===== config.mk =====
export PLATFORM = sky130hd
export DESIGN_NAME = cmdspi_host_regs
export DESIGN_NICKNAME = d
export VERILOG_FILES = /design/src/rtl/cmdspi_pkg.sv /design/src/rtl/cmdspi_fifo.sv /design/src/rtl/cmdspi_dpath.sv /design/src/rtl/cmdspi_ctrl.sv /design/src/rtl/cmdspi_host_regs.sv
export SDC_FILE = /design/constraint.sdc
export NUM_CORES = 1
export LEC_CHECK = 0
export BUFFER_PORTS_ARGS = -buffer_cell sky130_fd_sc_hd__buf_4
export CAP_MARGIN = 10
export CELL_PAD_IN_SITES_DETAIL_PLACEMENT = 1
export CELL_PAD_IN_SITES_GLOBAL_PLACEMENT = 2
export CORE_MARGIN = 10
export CORE_UTILIZATION = 35
export CTS_CLUSTER_SIZE = 40
export DETAILED_ROUTE_END_ITERATION = 6
export PLACE_DENSITY = 0.65
export SYNTH_ARGS = -nofsm -noshare
export SYNTH_HDL_FRONTEND = slang
export SYNTH_HIERARCHICAL = 1
export SYNTH_SLANG_ARGS = --single-unit

===== constraint.sdc =====
create_clock -name clk -period 3.8 [get_ports clk]
set_input_delay 0.76 -clock clk [delete_from_list [all_inputs] [get_ports clk]]
set_output_delay 0.76 -clock clk [all_outputs]
set_load 0.05 [all_outputs]

===== src/rtl/cmdspi_pkg.sv =====
package cmdspi_pkg;

  localparam int unsigned IRQ_N = 4;
  localparam int unsigned IRQ_CMD_LOW  = 0;
  localparam int unsigned IRQ_OUT_LOW  = 1;
  localparam int unsigned IRQ_IN_HIGH  = 2;
  localparam int unsigned IRQ_SYNC     = 3;

  localparam int unsigned OFF_VERSION  = 'h00;
  localparam int unsigned OFF_SOFTRST  = 'h40;
  localparam int unsigned OFF_IRQ_EN   = 'h80;
  localparam int unsigned OFF_IRQ_PEND = 'h84;
  localparam int unsigned OFF_IRQ_SRC  = 'h88;
  localparam int unsigned OFF_SYNC_ID  = 'hC0;
  localparam int unsigned OFF_CMD_ROOM = 'hD0;
  localparam int unsigned OFF_OUT_ROOM = 'hD4;
  localparam int unsigned OFF_IN_LVL   = 'hD8;
  localparam int unsigned OFF_CMD_PUSH = 'hE0;
  localparam int unsigned OFF_OUT_PUSH = 'hE4;
  localparam int unsigned OFF_IN_POP   = 'hE8;
  localparam int unsigned OFF_IN_PEEK  = 'hEC;

  // Strobes from the control to the datapath
  typedef struct packed {
    logic        pushCmd;
    logic        pushOut;
    logic        popIn;
    logic        flush;
    logic [15:0] wrWord;
  } hostStrb_t;

endpackage


===== src/rtl/cmdspi_fifo.sv =====
module cmdspi_fifo #(
  parameter int WIDTH = 8,
  parameter int DEPTH = 16,
  localparam int PTR_W = $clog2(DEPTH),
  localparam int LVL_W = PTR_W + 1
) (
  input  logic             clk,
  input  logic             rstN,
  input  logic             flush,
  input  logic             push,
  input  logic [WIDTH-1:0] pushData,
  input  logic             pop,
  output logic [WIDTH-1:0] headData,
  output logic [LVL_W-1:0] level,
  output logic             full,
  output logic             empty
);

  logic [WIDTH-1:0] mem [DEPTH];
  logic [PTR_W-1:0] wrPtr, rdPtr;
  logic [LVL_W-1:0] count;
  logic doPush, doPop;

  assign full     = (count == LVL_W'(DEPTH));
  assign empty    = (count == '0);
  assign doPush   = push && !full && !flush;
  assign doPop    = pop && !empty && !flush;
  assign headData = mem[rdPtr];
  assign level    = count;

  always_ff @(posedge clk) begin
    if (doPush) mem[wrPtr] <= pushData;
  end

  always_ff @(posedge clk or negedge rstN) begin
    if (!rstN) begin
      wrPtr <= '0;
      rdPtr <= '0;
      count <= '0;
    end else if (flush) begin
      wrPtr <= '0;
      rdPtr <= '0;
      count <= '0;
    end else begin
      if (doPush) wrPtr <= wrPtr + 1'b1;
      if (doPop)  rdPtr <= rdPtr + 1'b1;
      case ({doPush, doPop})
        2'b10:   count <= count + 1'b1;
        2'b01:   count <= count - 1'b1;
        default: count <= count;
      endcase
    end
  end

endmodule


===== src/rtl/cmdspi_dpath.sv =====
module cmdspi_dpath
  import cmdspi_pkg::*;
#(
  parameter int CMD_DEPTH = 16,
  parameter int OUT_DEPTH = 16,
  parameter int IN_DEPTH  = 16,
  localparam int CMD_LVL_W = $clog2(CMD_DEPTH) + 1,
  localparam int OUT_LVL_W = $clog2(OUT_DEPTH) + 1,
  localparam int IN_LVL_W  = $clog2(IN_DEPTH) + 1
) (
  input  logic                 clk,
  input  logic                 rstN,
  input  hostStrb_t            strb,
  output logic                 cmdValid,
  input  logic                 cmdReady,
  output logic [15:0]          cmdData,
  output logic                 outValid,
  input  logic                 outReady,
  output logic [7:0]           outData,
  input  logic                 inValid,
  output logic                 inReady,
  input  logic [7:0]           inData,
  output logic [CMD_LVL_W-1:0] cmdLevel,
  output logic [OUT_LVL_W-1:0] outLevel,
  output logic [IN_LVL_W-1:0]  inLevel,
  output logic [7:0]           inHead,
  output logic                 inEmpty
);

  logic cmdFull, cmdEmpty, outFull, outEmpty, inFull;

  assign cmdValid = !cmdEmpty && !strb.flush;
  assign outValid = !outEmpty && !strb.flush;
  assign inReady  = !inFull && !strb.flush;

  cmdspi_fifo #(.WIDTH(16), .DEPTH(CMD_DEPTH)) u_cmdFifo (
    .clk(clk), .rstN(rstN), .flush(strb.flush),
    .push(strb.pushCmd), .pushData(strb.wrWord),
    .pop(cmdValid && cmdReady), .headData(cmdData),
    .level(cmdLevel), .full(cmdFull), .empty(cmdEmpty)
  );

  cmdspi_fifo #(.WIDTH(8), .DEPTH(OUT_DEPTH)) u_outFifo (
    .clk(clk), .rstN(rstN), .flush(strb.flush),
    .push(strb.pushOut), .pushData(strb.wrWord[7:0]),
    .pop(outValid && outReady), .headData(outData),
    .level(outLevel), .full(outFull), .empty(outEmpty)
  );

  cmdspi_fifo #(.WIDTH(8), .DEPTH(IN_DEPTH)) u_inFifo (
    .clk(clk), .rstN(rstN), .flush(strb.flush),
    .push(inValid && inReady), .pushData(inData),
    .pop(strb.popIn), .headData(inHead),
    .level(inLevel), .full(inFull), .empty(inEmpty)
  );

endmodule


===== src/rtl/cmdspi_ctrl.sv =====
module cmdspi_ctrl
  import cmdspi_pkg::*;
#(
  parameter int ADDR_W       = 8,
  parameter int CMD_DEPTH    = 16,
  parameter int OUT_DEPTH    = 16,
  parameter int IN_DEPTH     = 16,
  parameter int CMD_LOW_MARK = 4,
  parameter int OUT_LOW_MARK = 4,
  parameter int IN_HIGH_MARK = 12,
  parameter int VER_MAJOR    = 1,
  parameter int VER_MINOR    = 0,
  parameter int VER_PATCH    = 'h61,
  localparam int CMD_LVL_W = $clog2(CMD_DEPTH) + 1,
  localparam int OUT_LVL_W = $clog2(OUT_DEPTH) + 1,
  localparam int IN_LVL_W  = $clog2(IN_DEPTH) + 1
) (
  input  logic                 clk,
  input  logic                 rstN,
  input  logic                 wrEn,
  input  logic                 rdEn,
  input  logic [ADDR_W-1:0]    addr,
  input  logic [31:0]          wrData,
  output logic [31:0]          rdData,
  output logic                 rdValid,
  output logic                 irq,
  output logic                 engineRst,
  input  logic                 syncValid,
  input  logic [7:0]           syncId,
  input  logic [CMD_LVL_W-1:0] cmdLevel,
  input  logic [OUT_LVL_W-1:0] outLevel,
  input  logic [IN_LVL_W-1:0]  inLevel,
  input  logic [7:0]           inHead,
  input  logic                 inEmpty,
  output hostStrb_t            strb
);

  localparam logic [31:0] VERSION_WORD =
    {8'h00, 8'(VER_MAJOR), 8'(VER_MINOR), 8'(VER_PATCH)};

  logic             softRstQ;
  logic [IRQ_N-1:0] enQ, pendQ, setBits, clrBits, srcBits;
  logic [7:0]       syncIdQ;
  logic [31:0]      rdMux;

  function automatic logic hit(input logic [ADDR_W-1:0] a, input int unsigned off);
    return a == ADDR_W'(off);
  endfunction

  // Strobes to the datapath
  always_comb begin
    strb.flush   = softRstQ;
    strb.wrWord  = wrData[15:0];
    strb.pushCmd = wrEn && hit(addr, OFF_CMD_PUSH) && !softRstQ;
    strb.pushOut = wrEn && hit(addr, OFF_OUT_PUSH) && !softRstQ;
    strb.popIn   = rdEn && hit(addr, OFF_IN_POP) && !softRstQ;
  end

  // Interrupt set and clear terms
  always_comb begin
    setBits = '0;
    setBits[IRQ_CMD_LOW] = (32'(cmdLevel) <= 32'(CMD_LOW_MARK));
    setBits[IRQ_OUT_LOW] = (32'(outLevel) <= 32'(OUT_LOW_MARK));
    setBits[IRQ_IN_HIGH] = (32'(inLevel)  >= 32'(IN_HIGH_MARK));
    setBits[IRQ_SYNC]    = syncValid;
    clrBits = (wrEn && hit(addr, OFF_IRQ_PEND)) ? wrData[IRQ_N-1:0] : '0;
  end

  assign srcBits   = pendQ & enQ;
  assign irq       = |srcBits;
  assign engineRst = softRstQ;

  always_ff @(posedge clk or negedge rstN) begin
    if (!rstN) begin
      softRstQ <= 1'b1;
      enQ      <= '0;
      pendQ    <= '0;
      syncIdQ  <= '0;
    end else begin
      if (wrEn && hit(addr, OFF_SOFTRST)) softRstQ <= wrData[0];
      if (wrEn && hit(addr, OFF_IRQ_EN))  enQ <= wrData[IRQ_N-1:0];
      pendQ <= (pendQ & ~clrBits) | setBits;
      if (syncValid) syncIdQ <= syncId;
    end
  end

  // Read multiplexer
  always_comb begin
    rdMux = '0;
    if      (hit(addr, OFF_VERSION))  rdMux = VERSION_WORD;
    else if (hit(addr, OFF_SOFTRST))  rdMux = {31'd0, softRstQ};
    else if (hit(addr, OFF_IRQ_EN))   rdMux = 32'(enQ);
    else if (hit(addr, OFF_IRQ_PEND)) rdMux = 32'(pendQ);
    else if (hit(addr, OFF_IRQ_SRC))  rdMux = 32'(srcBits);
    else if (hit(addr, OFF_SYNC_ID))  rdMux = 32'(syncIdQ);
    else if (hit(addr, OFF_CMD_ROOM)) rdMux = 32'(CMD_DEPTH) - 32'(cmdLevel);
    else if (hit(addr, OFF_OUT_ROOM)) rdMux = 32'(OUT_DEPTH) - 32'(outLevel);
    else if (hit(addr, OFF_IN_LVL))   rdMux = 32'(inLevel);
    else if (hit(addr, OFF_IN_POP) || hit(addr, OFF_IN_PEEK))
      rdMux = inEmpty ? 32'd0 : 32'(inHead);
  end

  always_ff @(posedge clk or negedge rstN) begin
    if (!rstN) begin
      rdData  <= '0;
      rdValid <= 1'b0;
    end else begin
      rdValid <= rdEn;
      if (rdEn) rdData <= rdMux;
    end
  end

endmodule


===== src/rtl/cmdspi_host_regs.sv =====
module cmdspi_host_regs
  import cmdspi_pkg::*;
#(
  parameter int ADDR_W       = 8,
  parameter int CMD_DEPTH    = 16,
  parameter int OUT_DEPTH    = 16,
  parameter int IN_DEPTH     = 16,
  parameter int CMD_LOW_MARK = 4,
  parameter int OUT_LOW_MARK = 4,
  parameter int IN_HIGH_MARK = 12,
  parameter int VER_MAJOR    = 1,
  parameter int VER_MINOR    = 0,
  parameter int VER_PATCH    = 'h61
) (
  input  logic              clk,
  input  logic              rstN,
  input  logic              wrEn,
  input  logic              rdEn,
  input  logic [ADDR_W-1:0] addr,
  input  logic [31:0]       wrData,
  output logic [31:0]       rdData,
  output logic              rdValid,
  output logic              irq,
  output logic              engineRst,
  output logic              cmdValid,
  input  logic              cmdReady,
  output logic [15:0]       cmdData,
  output logic              outValid,
  input  logic              outReady,
  output logic [7:0]        outData,
  input  logic              inValid,
  output logic              inReady,
  input  logic [7:0]        inData,
  input  logic              syncValid,
  input  logic [7:0]        syncId
);

  localparam int CMD_LVL_W = $clog2(CMD_DEPTH) + 1;
  localparam int OUT_LVL_W = $clog2(OUT_DEPTH) + 1;
  localparam int IN_LVL_W  = $clog2(IN_DEPTH) + 1;

  hostStrb_t            strb;
  logic [CMD_LVL_W-1:0] cmdLevel;
  logic [OUT_LVL_W-1:0] outLevel;
  logic [IN_LVL_W-1:0]  inLevel;
  logic [7:0]           inHead;
  logic                 inEmpty;

  cmdspi_ctrl #(
    .ADDR_W(ADDR_W), .CMD_DEPTH(CMD_DEPTH), .OUT_DEPTH(OUT_DEPTH),
    .IN_DEPTH(IN_DEPTH), .CMD_LOW_MARK(CMD_LOW_MARK),
    .OUT_LOW_MARK(OUT_LOW_MARK), .IN_HIGH_MARK(IN_HIGH_MARK),
    .VER_MAJOR(VER_MAJOR), .VER_MINOR(VER_MINOR), .VER_PATCH(VER_PATCH)
  ) u_ctrl (
    .clk(clk), .rstN(rstN), .wrEn(wrEn), .rdEn(rdEn), .addr(addr),
    .wrData(wrData), .rdData(rdData), .rdValid(rdValid), .irq(irq),
    .engineRst(engineRst), .syncValid(syncValid), .syncId(syncId),
    .cmdLevel(cmdLevel), .outLevel(outLevel), .inLevel(inLevel),
    .inHead(inHead), .inEmpty(inEmpty), .strb(strb)
  );

  cmdspi_dpath #(
    .CMD_DEPTH(CMD_DEPTH), .OUT_DEPTH(OUT_DEPTH), .IN_DEPTH(IN_DEPTH)
  ) u_dpath (
    .clk(clk), .rstN(rstN), .strb(strb),
    .cmdValid(cmdValid), .cmdReady(cmdReady), .cmdData(cmdData),
    .outValid(outValid), .outReady(outReady), .outData(outData),
    .inValid(inValid), .inReady(inReady), .inData(inData),
    .cmdLevel(cmdLevel), .outLevel(outLevel), .inLevel(inLevel),
    .inHead(inHead), .inEmpty(inEmpty)
  );

endmodule


==> results.yml <==
detailed_routing:
  wl_per_cell_um: 23.1
  dr.pass1.iters: 5
  drtAntennaViolNets: 0
  vias: 13800
  routed_wl_um: 62500
  drt_iter0_drc: 860
  via_per_inst: 5.13
  drc: 0
finish:
  area_growth_pct: 17.8
  final_util_pct: 41.5
  design_area_sq_mm: 0.0290
  drive_gt1_share_pct: 25.6
  seqCellArea_sq_mm: 0.0171
  layout.nets: 1801
  multi_input_area_sq_mm: 0.00690
  n_fill_cell: 6998
status:
  outcome: "finished, final reports clean"
clocking:
  cts_buffer_depth: 3
  cts-root-buf: "clkbuf_16"
  post_cts_buffers: 0
  clkTransAtPathRegs_ps: 50
  cts-hold-fix-buffers: 0
  cts_resized: 0
  clkLatencyLatePin_ps: 600
  htree_levels: 3
  cts_made_buffers: 66
  cts_tree: "yes"
  cts.sink_count: 579
global_routing:
  grt_antenna_before_repair: 1
  grt_max_degree: 68
  gr-usage-all-layers_pct: 15.3
  grt_pass1_wl_um: 95200
  grt_overflow_total: 0
  grt_pass1_vias: 15000
placed_design:
  hpwlAfterDp_um: 41100
  placed_cell_area_sq_mm: 0.0268
  pre_cts_slack_ps: 201
  port_buffers: 109
  gp_congestion: 0.767
floorplan:
  core_sq_mm: 0.0699
  die_h_um: 285
  start_util_pct: 35.2
  die-area_sq_mm: 0.0814
  rows: 97
  num_io_pins: 126
  die_width_um: 285
critical_path:
  cp_data_required_time_ps: 3040
  path_cells: "buf_4 > mux2i_1 > a221oi_1 > o21ai_0 > nand2_1 > buf_4"
  slowest_delay_ps: 600
  worstPathArrival_ps: 2810
  cp-start-kind: "flip-flop"
  critPathKind: "reg2out"
  cp_max_fo: 17
  crit_top_cell: "buf_4"
  critical-path-slowest-cell: "dfrtp_4"
  endpoint_kind: "output port"
power_and_ir_drop:
  power.leakage_nw: 10.1
  total_power_mw: 19.6
  power.density_mw_per_mm2: 677
  ir_drop_uv: 380
sta:
  tightest_slew_ps: 977
  setup_tns_ps: 0
  worst_slack_ps: 233
  fin_crit_sh_pct: 93.9
  slew_headroom_pct: 34.8
  fin_skew_ps: 21.7
  hold_violations: 0
  final-setup-viol-count: 0
  rsz0062_at_grt: "false"
  fmax_mhz: 280
  slew_violations: 0
  fin_crit_ps: 3570
yosys:
  syn-instance-count: 1553
  syn_area_per_cell_sq_um: 15.9
  syn_nets: 1646
  syn_area_sq_mm: 0.0246
  ys.warnings.count: 6
run:
  cap_violations: 0
hold_path:
  hold_class: "in2async"
## layer usage
layer	GRT usage (%)	share of wire (%)
met2	25.6	50
met1	20.0	45
met3	2.51	3.3
met5	0	0.019
met4	4.86	2.2
## worst max-delay path: cells and delay by family (launching register included)
kind | cells | cell delay [ps]
DFF | 1 | 600
and+or+nand+nor | 1 | 110
buffers and inverters | 2 | 600
muxes | 1 | 130
AOI/OAI and AO/OA | 2 | 750
## cell usage in the layout (no fill, tap or decap), types with 6 or more instances in the layout
master / instances
ha_1: 26
xor2_1: 20
clkinv_1: 13
mux2i_1: 100
nor2b_1: 11
nand2b_1: 6
nand2_1: 88
a21o_1: 11
dfrtp_1: 63
o21ai_0: 78
nor3b_1: 6
inv_1: 23
bufinv_16: 7
or3_1: 7
xnor2_1: 8
a22oi_1: 36
and3_1: 6
clkbuf_16: 67
mux4_2: 64
buf_12: 8
nor2_2: 7
edfxtp_1: 512
a221oi_1: 34
clkinv_2: 14
buf_4: 194
clkbuf_1: 9
or4_1: 6
a21oi_1: 65
mux2_2: 61
nor2_1: 103
## flip-flops by register name, summed over array words and instances, names as in the netlist, 4 cells and up
signal                   count
u_dpath/u_cmdFifo/mem      256
u_dpath/u_inFifo/mem       128
u_dpath/u_outFifo/mem      128
u_ctrl/rdData               10
u_ctrl/syncIdQ               8
u_dpath/u_cmdFifo/level      5
u_dpath/u_inFifo/level       5
u_dpath/u_outFifo/level      5
u_ctrl/enQ                   4
u_ctrl/pendQ                 4
u_dpath/u_cmdFifo/rdPtr      4
u_dpath/u_cmdFifo/wrPtr      4
u_dpath/u_inFifo/rdPtr       4
u_dpath/u_inFifo/wrPtr       4
u_dpath/u_outFifo/rdPtr      4
u_dpath/u_outFifo/wrPtr      4
## final timing paths
check / from / end / slack (ps) / depth (start not counted)
worst min register to register: u_ctrl/syncIdQ[4]$_DFFE_PN0P_ / u_ctrl/syncIdQ[4]$_DFFE_PN0P_ / 500 / 1
max in group asynchronous: rstN / u_dpath/u_inFifo/rdPtr[0]$_DFFE_PN0P_ / 2770 / 1
worst max register to register: u_dpath/u_outFifo/level[1]$_DFFE_PN0P_ / u_dpath/u_outFifo/level[4]$_DFFE_PN0P_ / 470 / 13
min in group clk: rdEn / u_ctrl/rdValid$_DFF_PN0_ / 400 / 1
worst min-delay path: rstN / u_dpath/u_cmdFifo/level[1]$_DFFE_PN0P_ / 280 / 1
worst max-delay path: u_dpath/u_cmdFifo/rdPtr[0]$_DFFE_PN0P_ / cmdData[6] / 230 / 6
## report_power, final
| part | switching, mW | internal (mW) |
|---|---|---|
| combinational | 3.35 | 2.17 |
| sequential | 0.483 | 7.24 |
| clock | 2.62 | 3.77 |
| total | 6.46 | 13.2 |
## per-stage QoR
stage,instances,hold WS [ps]
2_1_floorplan,1553,464
3_3_place_gp,2580,500
5_1_grt,2699,343
4_1_cts,2699,321
3_5_place_dp,2580,494
6_report,2701,279
## final cells by class
| type | count | share of cell area (%) |
|---|---|---|
| Sequential cell | 579 | 58.8 |
| Multi-Input combinational cell | 835 | 23.8 |
| Clock buffer | 77 | 5.94 |
| Timing Repair Buffer | 202 | 5.57 |
| Tap cell | 940 | 4.05 |
| Clock inverter | 42 | 1.58 |
| Inverter | 24 | 0.310 |
| Antenna cell | 2 | 0.0172 |
Note: power is estimated with default switching activity, not from simulation.
